===== config.mk =====
export PLATFORM = sky130hd
export DESIGN_NAME = tlb_victim_ctl
export DESIGN_NICKNAME = d
export VERILOG_FILES = /design/src/rtl/tvc_pkg.sv /design/src/rtl/tvc_victim_store.sv /design/src/rtl/tvc_ctl_reg.sv /design/src/rtl/tlb_victim_ctl.sv
export SDC_FILE = /design/constraint.sdc
export NUM_CORES = 1
export LEC_CHECK = 0
export CORE_MARGIN = 4
export CORE_UTILIZATION = 35
export DETAILED_ROUTE_END_ITERATION = 10
export PLACE_DENSITY = 0.58
export SETUP_SLACK_MARGIN = 0.02
export SYNTH_ARGS = -nofsm -noshare
export SYNTH_HDL_FRONTEND = slang
export SYNTH_SLANG_ARGS = --single-unit

===== constraint.sdc =====
create_clock -name clk -period 3 [get_ports clk]
set_input_delay 0.6 -clock clk [delete_from_list [all_inputs] [get_ports clk]]
set_output_delay 0.6 -clock clk [all_outputs]
set_load 0.05 [all_outputs]

===== src/rtl/tvc_pkg.sv =====
package tvc_pkg;
   localparam int REG_W    = 32;
   localparam int ARR_BIT  = 0;
   localparam int ESEL_LSB = 8;
   localparam int NV_LSB   = 20;
endpackage


===== src/rtl/tvc_victim_store.sv =====
module tvc_victim_store #(
   parameter int SET_W       = 7,
   parameter int NV_W        = 2,
   parameter bit RESET_STORE = 1'b1
) (
   input  logic             clk,
   input  logic             rst_n,
   input  logic [SET_W-1:0] rd_set_i,
   input  logic             wr_en_i,
   input  logic [SET_W-1:0] wr_set_i,
   input  logic [NV_W-1:0]  wr_val_i,
   output logic [NV_W-1:0]  rd_val_o
);
   localparam int NSETS = 1 << SET_W;

   logic [NSETS*NV_W-1:0] flat;

   for (genvar g = 0; g < NSETS; g++) begin : g_set
      logic [NV_W-1:0] ptr_q;
      logic            hit;
      assign hit = wr_en_i && (wr_set_i == SET_W'(g));
      if (RESET_STORE) begin : g_rst
         always_ff @(posedge clk) begin
            if (!rst_n)   ptr_q <= '0;
            else if (hit) ptr_q <= wr_val_i;
         end
      end else begin : g_norst
         always_ff @(posedge clk) begin
            if (hit) ptr_q <= wr_val_i;
         end
      end
      assign flat[g*NV_W +: NV_W] = ptr_q;
   end

   assign rd_val_o = flat[rd_set_i*NV_W +: NV_W];
endmodule


===== src/rtl/tvc_ctl_reg.sv =====
module tvc_ctl_reg
   import tvc_pkg::*;
#(
   parameter int ESEL_W = 4,
   parameter int WAY_W  = 2
) (
   input  logic              clk,
   input  logic              rst_n,
   input  logic              sup_i,
   input  logic              sw_wr_i,
   input  logic [REG_W-1:0]  sw_wdata_i,
   input  logic              miss_i,
   input  logic              srch_i,
   input  logic              srch_hit_i,
   input  logic [WAY_W-1:0]  srch_way_i,
   input  logic              rd_entry_i,
   input  logic [WAY_W-1:0]  vict_i,
   output logic              arr_q,
   output logic [ESEL_W-1:0] esel_q,
   output logic [WAY_W-1:0]  nv_q,
   output logic [REG_W-1:0]  rdata_o
);
   logic              arr_d;
   logic [ESEL_W-1:0] esel_d;
   logic [WAY_W-1:0]  nv_d;
   logic [WAY_W-1:0]  vict_next;
   logic              take_miss;

   assign vict_next = vict_i + WAY_W'(1);
   assign take_miss = miss_i || (srch_i && !srch_hit_i);

   always_comb begin
      arr_d  = arr_q;
      esel_d = esel_q;
      nv_d   = nv_q;
      if (take_miss) begin
         esel_d = ESEL_W'(vict_i);
         nv_d   = vict_next;
      end else if (srch_i) begin
         esel_d = ESEL_W'(srch_way_i);
         nv_d   = vict_i;
      end else if (rd_entry_i) begin
         nv_d   = vict_i;
      end else if (sw_wr_i && sup_i) begin
         arr_d  = sw_wdata_i[ARR_BIT];
         esel_d = sw_wdata_i[ESEL_LSB +: ESEL_W];
         nv_d   = sw_wdata_i[NV_LSB +: WAY_W];
      end
   end

   always_ff @(posedge clk) begin
      if (!rst_n) begin
         arr_q  <= 1'b0;
         esel_q <= '0;
         nv_q   <= '0;
      end else begin
         arr_q  <= arr_d;
         esel_q <= esel_d;
         nv_q   <= nv_d;
      end
   end

   always_comb begin
      rdata_o                       = '0;
      rdata_o[ARR_BIT]              = arr_q;
      rdata_o[ESEL_LSB +: ESEL_W]   = esel_q;
      rdata_o[NV_LSB +: WAY_W]      = nv_q;
   end

   p_miss_load_r7: assert property (@(posedge clk) disable iff (!rst_n)
      miss_i |=> (esel_q == ESEL_W'($past(vict_i))) &&
                 (nv_q == WAY_W'($past(vict_i) + WAY_W'(1))) && $stable(arr_q));

   p_hit_load_r9: assert property (@(posedge clk) disable iff (!rst_n)
      (srch_i && srch_hit_i && !miss_i) |=>
         (esel_q == ESEL_W'($past(srch_way_i))) && (nv_q == $past(vict_i)));

   p_read_only_nv_r10: assert property (@(posedge clk) disable iff (!rst_n)
      (rd_entry_i && !miss_i && !srch_i) |=>
         $stable(esel_q) && $stable(arr_q) && (nv_q == $past(vict_i)));

   p_user_write_ignored_r3: assert property (@(posedge clk) disable iff (!rst_n)
      (sw_wr_i && !sup_i && !miss_i && !srch_i && !rd_entry_i) |=> $stable(rdata_o));
endmodule


===== src/rtl/tlb_victim_ctl.sv =====
module tlb_victim_ctl
   import tvc_pkg::*;
#(
   parameter int EPN_W       = 20,
   parameter int SET_W       = 7,
   parameter int WAYS        = 4,
   parameter int FA_ENTRIES  = 16,
   parameter bit RESET_STORE = 1'b1,
   localparam int WAY_W      = $clog2(WAYS),
   localparam int ESEL_W     = $clog2(FA_ENTRIES)
) (
   input  logic              clk,
   input  logic              rst_n,
   input  logic              sup_i,
   input  logic              reg_wr_i,
   input  logic [REG_W-1:0]  reg_wdata_i,
   output logic [REG_W-1:0]  reg_rdata_o,
   input  logic [EPN_W-1:0]  epn_i,
   input  logic              wr_entry_i,
   input  logic              rd_entry_i,
   input  logic              srch_i,
   input  logic              srch_hit_i,
   input  logic [WAY_W-1:0]  srch_way_i,
   input  logic              miss_i,
   output logic              arr_sel_o,
   output logic [ESEL_W-1:0] entry_sel_o,
   output logic [SET_W-1:0]  set_idx_o,
   output logic [WAY_W-1:0]  nv_o
);
   if (WAYS != (1 << WAY_W)) begin : g_bad_ways
      $error("WAYS must be a power of two");
   end
   if (FA_ENTRIES != (1 << ESEL_W)) begin : g_bad_fa
      $error("FA_ENTRIES must be a power of two");
   end
   if (ESEL_W < WAY_W) begin : g_bad_esel
      $error("entry-select field narrower than way number");
   end
   if (SET_W > EPN_W) begin : g_bad_set
      $error("set index wider than page number");
   end
   if ((ESEL_LSB + ESEL_W > NV_LSB) || (NV_LSB + WAY_W > REG_W)) begin : g_bad_layout
      $error("register fields overlap or overflow");
   end

   logic              arr_q;
   logic [ESEL_W-1:0] esel_q;
   logic [WAY_W-1:0]  nv_q;
   logic [WAY_W-1:0]  vict;
   logic [SET_W-1:0]  set_idx;
   logic              store_we;

   assign set_idx  = epn_i[SET_W-1:0];
   assign store_we = wr_entry_i && !arr_q;

   tvc_victim_store #(
      .SET_W       (SET_W),
      .NV_W        (WAY_W),
      .RESET_STORE (RESET_STORE)
   ) u_store (
      .clk      (clk),
      .rst_n    (rst_n),
      .rd_set_i (set_idx),
      .wr_en_i  (store_we),
      .wr_set_i (set_idx),
      .wr_val_i (nv_q),
      .rd_val_o (vict)
   );

   tvc_ctl_reg #(
      .ESEL_W (ESEL_W),
      .WAY_W  (WAY_W)
   ) u_reg (
      .clk        (clk),
      .rst_n      (rst_n),
      .sup_i      (sup_i),
      .sw_wr_i    (reg_wr_i),
      .sw_wdata_i (reg_wdata_i),
      .miss_i     (miss_i),
      .srch_i     (srch_i),
      .srch_hit_i (srch_hit_i),
      .srch_way_i (srch_way_i),
      .rd_entry_i (rd_entry_i),
      .vict_i     (vict),
      .arr_q      (arr_q),
      .esel_q     (esel_q),
      .nv_q       (nv_q),
      .rdata_o    (reg_rdata_o)
   );

   assign arr_sel_o   = arr_q;
   assign entry_sel_o = arr_q ? esel_q : ESEL_W'(esel_q[WAY_W-1:0]);
   assign set_idx_o   = set_idx;
   assign nv_o        = nv_q;

   p_store_write_r6: assert property (@(posedge clk) disable iff (!rst_n)
      (wr_entry_i && !arr_sel_o) |=> (!$stable(epn_i) || (vict == $past(nv_o))));

   p_fa_write_ignored_r6: assert property (@(posedge clk) disable iff (!rst_n)
      (wr_entry_i && arr_sel_o) |=> (!$stable(epn_i) || $stable(vict)));

   p_fold_upper_zero_r4: assert property (@(posedge clk) disable iff (!rst_n)
      !arr_sel_o |-> (entry_sel_o < ESEL_W'(WAYS)));
endmodule


==> results.yml, run 1 <==
yosys:
  yosys-top-cells-count: "nand2_1, dfxtp_1, a21boi_0"
  synth_area_leaders: "dfxtp_1, nand2_1, a21boi_0"
  async_flop_share: 0
  synth_top_area_share: 0.390
  yosys_register_bits: 263
  synth_compound_area_frac: 0.166
  synthFlopType: "dfxtp_1"
  synth_mux_area_frac: 0.160
  synth_fa_ha_area_frac: 0
  synthCells: 1561
  synth_top_family_by_area: "simple AND/OR/NAND/NOR gates"
  synth_cell_types: 59
  yosys.area_share.simple: 0.216
  syn_avg_cell_area_um2: 8.65
  seq_area_frac_synth: 0.390
  syn_area_um2: 13500
  synth_most_common_cell: "nand2_1"
  synthXorXnorAreaFrac: 0
  synth-edff-count: 0
  yosysTopAreaCell: "dfxtp_1"
  yosys_warnings: 0
detailed_routing:
  wirelength_mm: 37.6
  postRouteAntennaNets: 0
  firstDrtPassIters: 5
  via_per_inst: 5.26
  wire_per_inst_um: 17.5
  route.detailed.drc: 0
  drt_iter0_drc: 819
  vias: 11300
placed_design:
  dp_cells: 2090
  dp_hpwl_mm: 25.0
  pre_cts_ws_ns: -0.0845
  postPlaceCellArea_um2: 15100
  gp_congestion: 0.879
  portBuffers: 45
power:
  p_leak_nw: 5.62
  ir_drop_mv: 0.399
  power-per-cell-area_nw_per_um2: 515
die:
  initial_core_util: 0.357
  die_h_um: 204
  die_x_um: 204
  core_um2: 37800
  dieArea_um2: 41800
  pin_count: 109
  rows: 71
worst_setup_path:
  cp-end-kind: "output port"
  worstPathArrival_ns: 2.02
  criticalPathCategory: "in -> out"
  cp_max_fo: 16
  required_ns: 2.40
  cp-start-kind: "primary input"
final_layout:
  seq_area_um2: 5270
  n_fill_cell: 3691
  final_area_um2: 16100
  multi_input_area_um2: 7440
  antenna_cells: 0
  nets: 1674
  instances_no_fill: 2146
  area_growth_pct: 19.5
  layout-drive-gt1-share: 0.162
status:
  status: "finished clean"
sta:
  max-slew-margin-rel: 0.539
  rsz0062_at_grt: "false"
  final_max_slew_viol_count: 0
  fin_tns_setup_ns: 0
  finClkSkew_ns: 0.0355
  worst_slack_ns: 0.381
  timing.final.crit_share: 0.873
  report.final.hold_viol_count: 0
  fmaxAchievable_ghz: 0.382
  min_period_ns: 2.62
  tightest_slew_ns: 0.692
  finalSetupViolCount: 0
cts:
  clk_pin_slew_ns: 0.06
  tritoncts: "yes"
  clock_latency_ns: 0.57
  cts-buffers-inserted: 30
  cts_setup_buffers: 0
  ctsHoldBuffers: 0
  root_buffer: "clkbuf_16"
  clkSinkCount: 263
  cts_max_level: 1
  cts_resized: 0
  clk_path_buf_depth: 3
global_routing:
  grt_max_degree: 130
  grt_first_pass_wirelength_mm: 60.5
  antenna_found_initial: 0
  grt.overflow.total: 0
  grt_pass1_vias: 11000
  global_route.usage.total: 0.177
job:
  cap_violations: 0
hold_path:
  min-delay-path-class: "reg -> reg"
## logic make-up after synthesis
| logic type | count (synthesis) |
|---|---|
| AO/OA/AOI/OAI | 316 |
| flip-flops | 263 |
| other | 1 |
| multiplexers | 149 |
| buffers and inverters | 183 |
| AND/OR/NAND/NOR | 649 |
## cell type report
type,count,area share
clock buffer,42,0.0544
clock inverter,14,0.0113
inverter,5,0.00116
multi-input combinational,1139,0.461
sequential,263,0.327
tap,511,0.0397
timing repair buffer,172,0.105
## layout by cell type, fill, tap and decap left out, types with 4 or more instances in the layout
cell	count
clkdlybuf4s50_1	36
clkbuf_8	6
nand2b_1	9
buf_4	109
nand3b_1	4
nand3_1	146
mux2i_1	84
inv_1	4
conb_1	25
a21boi_1	36
dfxtp_1	261
a211oi_1	5
and2_1	4
clkbuf_16	31
clkbuf_1	5
o21ai_0	67
a21boi_0	160
nor2b_1	71
nor2_1	63
nand4_1	6
bufinv_16	4
clkinv_2	7
mux4_2	52
mux2_2	9
o22ai_1	7
nand2_1	322
nor3_1	6
a21oi_1	6
or3_1	5
buf_12	25
## per-stage QoR
| stage | total power (W) | util | hold WS [ns] |
|---|---|---|---|
| global route | 0.00859 | 0.426 | 0.482 |
| CTS | 0.00839 | 0.426 | 0.460 |
| finish | 0.00831 | 0.426 | 0.460 |
| floorplan | 0.00419 | - | 0.432 |
| global placement | 0.00450 | 0.398 | 0.444 |
| detailed placement | 0.00450 | 0.398 | 0.452 |
## layer usage
| layer | part of all wire | GRT usage |
|---|---|---|
| met2 | 0.48 | 0.300 |
| met3 | 0.045 | 0.0224 |
| met4 | 0.021 | 0.0426 |
| met5 | 0 | 0 |
| met1 | 0.45 | 0.242 |
## sequential cells by signal, indices dropped and copies added, names as in the netlist
| register | cells |
|---|---|
| u_reg.arr_q | 1 |
| u_reg.esel_q | 4 |
| u_reg.nv_q | 2 |
| u_store.g_set.ptr_q | 256 |
## critical path, stage by stage
cell and delay [ns]:
buf_4 0.34, buf_4 0.26, clkdlybuf4s50_1 0.82
## where the power goes
part	internal, W	switching [W]
sequential	0.00350	0.0000100
clock	0.00238	0.00150
combinational	0.000318	0.000593
## worst paths after layout
path                                    start                         to  slack [ns]  cells after the start
setup / recovery                     epn_i[1]               set_idx_o[1]        0.38                      3
hold reg to reg     u_store.g_set[3].ptr_q[0]  u_store.g_set[3].ptr_q[0]        0.46                      2
hold / removal      u_store.g_set[3].ptr_q[0]  u_store.g_set[3].ptr_q[0]        0.46                      2
setup reg to reg  u_store.g_set[119].ptr_q[0]              u_reg.nv_q[0]        0.55                      8
(Power assumes the default switching activity.)
==> run 2, diff against run 1 <==
--- a/config.mk
+++ b/config.mk
@@ -10,6 +10,7 @@
 export DETAILED_ROUTE_END_ITERATION = 10
 export PLACE_DENSITY = 0.58
 export SETUP_SLACK_MARGIN = 0.02
+export SKIP_CTS_REPAIR_TIMING = 1
 export SYNTH_ARGS = -nofsm -noshare
 export SYNTH_HDL_FRONTEND = slang
 export SYNTH_SLANG_ARGS = --single-unit
==> results of run 2 <==
Same layout as run 1: the final DEF is identical, and so are final timing and power.
==> run 3, diff against run 2 <==
--- a/config.mk
+++ b/config.mk
@@ -5,6 +5,7 @@
 export SDC_FILE = /design/constraint.sdc
 export NUM_CORES = 1
 export LEC_CHECK = 0
+export ABC_CLOCK_PERIOD_IN_PS = 3000
 export CORE_MARGIN = 4
 export CORE_UTILIZATION = 35
 export DETAILED_ROUTE_END_ITERATION = 10
@@ -13,4 +14,5 @@
 export SKIP_CTS_REPAIR_TIMING = 1
 export SYNTH_ARGS = -nofsm -noshare
 export SYNTH_HDL_FRONTEND = slang
+export SYNTH_HIERARCHICAL = 1
 export SYNTH_SLANG_ARGS = --single-unit
==> results.yml, run 3 <==
die:
  pin_count: 109
  core_um2: 37700
  die_x_um: 204
  initial_core_util: 0.355
  dieArea_um2: 41400
  rows: 71
  die_h_um: 204
power:
  p_clk_frac: 0.441
  ir_drop_mv: 0.292
  switchingPower_w: 0.00201
  p_int_w: 0.00581
  power-per-cell-area_nw_per_um2: 504
  p_leak_nw: 5.28
  p_comb_frac: 0.106
  swShare: 0.257
  pwr-share-seq: 0.453
cts:
  cts_max_level: 1
  clk_path_buf_depth: 3
  clkSinkCount: 263
  tritoncts: "yes"
  root_buffer: "clkbuf_16"
  clk_pin_slew_ns: 0.06
  cts-buffers-inserted: 29
  clock_latency_ns: 0.54
yosys:
  async_flop_share: 0
  synth_mux_area_frac: 0.200
  synthXorXnorAreaFrac: 0.000655
  synth_most_common_cell: "dfxtp_1"
  yosys.area_share.simple: 0.185
  synth_compound_area_frac: 0.155
  synth_top_area_share: 0.394
  synthFlopType: "dfxtp_1"
  seq_area_frac_synth: 0.394
  synthCells: 1483
  synth_top_family_by_area: "multiplexers"
  synth_fa_ha_area_frac: 0
  syn_avg_cell_area_um2: 9.02
  yosys_warnings: 6
  synth_area_leaders: "dfxtp_1, mux2i_1, a21boi_0"
  synth-edff-count: 0
  yosys-top-cells-count: "dfxtp_1, nand2_1, a21boi_0"
  yosys_register_bits: 263
  syn_area_um2: 13400
  synth_cell_types: 45
  yosysTopAreaCell: "dfxtp_1"
detailed_routing:
  route.detailed.drc: 0
  postRouteAntennaNets: 0
  firstDrtPassIters: 5
  wire_per_inst_um: 17.6
  wirelength_mm: 35.7
  via_per_inst: 5.21
  drt_iter0_drc: 828
  vias: 10600
placed_design:
  pre_cts_ws_ns: -0.602
  gp_congestion: 0.804
  postPlaceCellArea_um2: 14600
  portBuffers: 45
  dp_hpwl_mm: 23.6
  dp_cells: 1978
worst_setup_path:
  cp_max_fo: 16
  cp-start-kind: "primary input"
  cp-end-kind: "flip-flop"
  worstPathArrival_ns: 3.23
  required_ns: 3.43
  criticalPathCategory: "in -> reg"
global_routing:
  grt_first_pass_wirelength_mm: 56.3
  global_route.usage.total: 0.167
  antenna_found_initial: 0
  grt_pass1_vias: 9903
  grt_max_degree: 98
  grt.overflow.total: 0
sta:
  min_period_ns: 2.80
  worst_slack_ns: 0.198
  fmaxAchievable_ghz: 0.357
  finalSetupViolCount: 0
  report.final.hold_viol_count: 0
  timing.final.crit_share: 0.934
  fin_tns_setup_ns: 0
  rsz0062_at_grt: "false"
  max-slew-margin-rel: 0.513
  finClkSkew_ns: 0.0103
  tightest_slew_ns: 0.731
  final_max_slew_viol_count: 0
final_layout:
  mostFrequentLayoutCells: "dfxtp_1, nand2_1, a21boi_0"
  top_register: "u_store/g_set.ptr_q"
  final_area_um2: 15500
  nets: 1561
  area_growth_pct: 16.0
  final_common_cell: "dfxtp_1"
  reg_top3: "u_store/g_set.ptr_q x256, u_reg/esel_q x4, u_reg/nv_q x2"
  layout-drive-gt1-share: 0.142
  antenna_cells: 0
  largest_reg_flops: 256
  n_fill_cell: 3750
  instances_no_fill: 2031
hold_path:
  min-delay-path-class: "reg -> reg"
job:
  cap_violations: 0
status:
  status: "finished clean"
[run 3: cells by family (layout without fill, tap and decap cells)]
kind of cell           Yosys count  in the layout
XOR/XNOR                         1              1
multiplexers                   192            192
other                            1             25
AND/OR/NAND/NOR                531            531
flip-flops                     263            263
AO/OA/AOI/OAI                  315            315
buffers and inverters          180            193
[run 3: worst paths after layout]
kind | start | end | slack [ns] | cells after the start
worst max-delay path | epn_i[2] | u_reg/esel_q[1] | 0.20 | 12
worst min-delay path | u_store/g_set[108].ptr_q[0] | u_store/g_set[108].ptr_q[0] | 0.47 | 2
worst max register to register | u_store/g_set[6].ptr_q[1] | u_reg/esel_q[1] | 0.26 | 10
worst min register to register | u_store/g_set[108].ptr_q[0] | u_store/g_set[108].ptr_q[0] | 0.47 | 2
[run 3: critical path, stage by stage]
cell and delay, ns:
buf_2 0.28, buf_6 0.25, mux4_2 0.36, mux4_2 0.49
o22ai_1 0.15, nor3_1 0.06, or4_4 0.53, buf_4 0.16
nor2_1 0.07, o21ai_0 0.09, nand3_1 0.12, a21boi_2 0.05
[run 3: layer usage]
metal  vias to the layer above  GRT usage  share of wire
li1                       5119          -              -
met1                      5180      0.238           0.47
met2                       223      0.273           0.47
met3                        51     0.0189          0.041
met4                         0     0.0385          0.022
met5                         -          0              0
[run 3: cell type report]
| type | count | area [µm²] | share of cell area |
|---|---|---|---|
| Clock buffer | 46 | 850 | 0.0547 |
| Clock inverter | 7 | 66.3 | 0.00427 |
| Multi-Input combinational cell | 1064 | 7350 | 0.473 |
| Sequential cell | 263 | 5270 | 0.340 |
| Tap cell | 511 | 639 | 0.0412 |
| Timing Repair Buffer | 140 | 1340 | 0.0866 |
[run 3: per-stage QoR]
step	total power, W	util	hold slack (ns)
floorplan	0.00419	-	0.439
global placement	0.00444	0.387	0.452
detailed placement	0.00445	0.387	0.458
CTS	0.00791	0.412	0.467
global route	0.00810	0.412	0.483
finish	0.00782	0.412	0.466
[run 3: power groups by stage]
stage	clock network [W]	logic (W)	registers (W)
after floorplan	0	0.000582	0.00361
after global placement	0	0.000826	0.00362
after detailed placement	0	0.000827	0.00362
after CTS	0.00354	0.000829	0.00354
after global routing	0.00368	0.000879	0.00354
final	0.00345	0.000830	0.00354
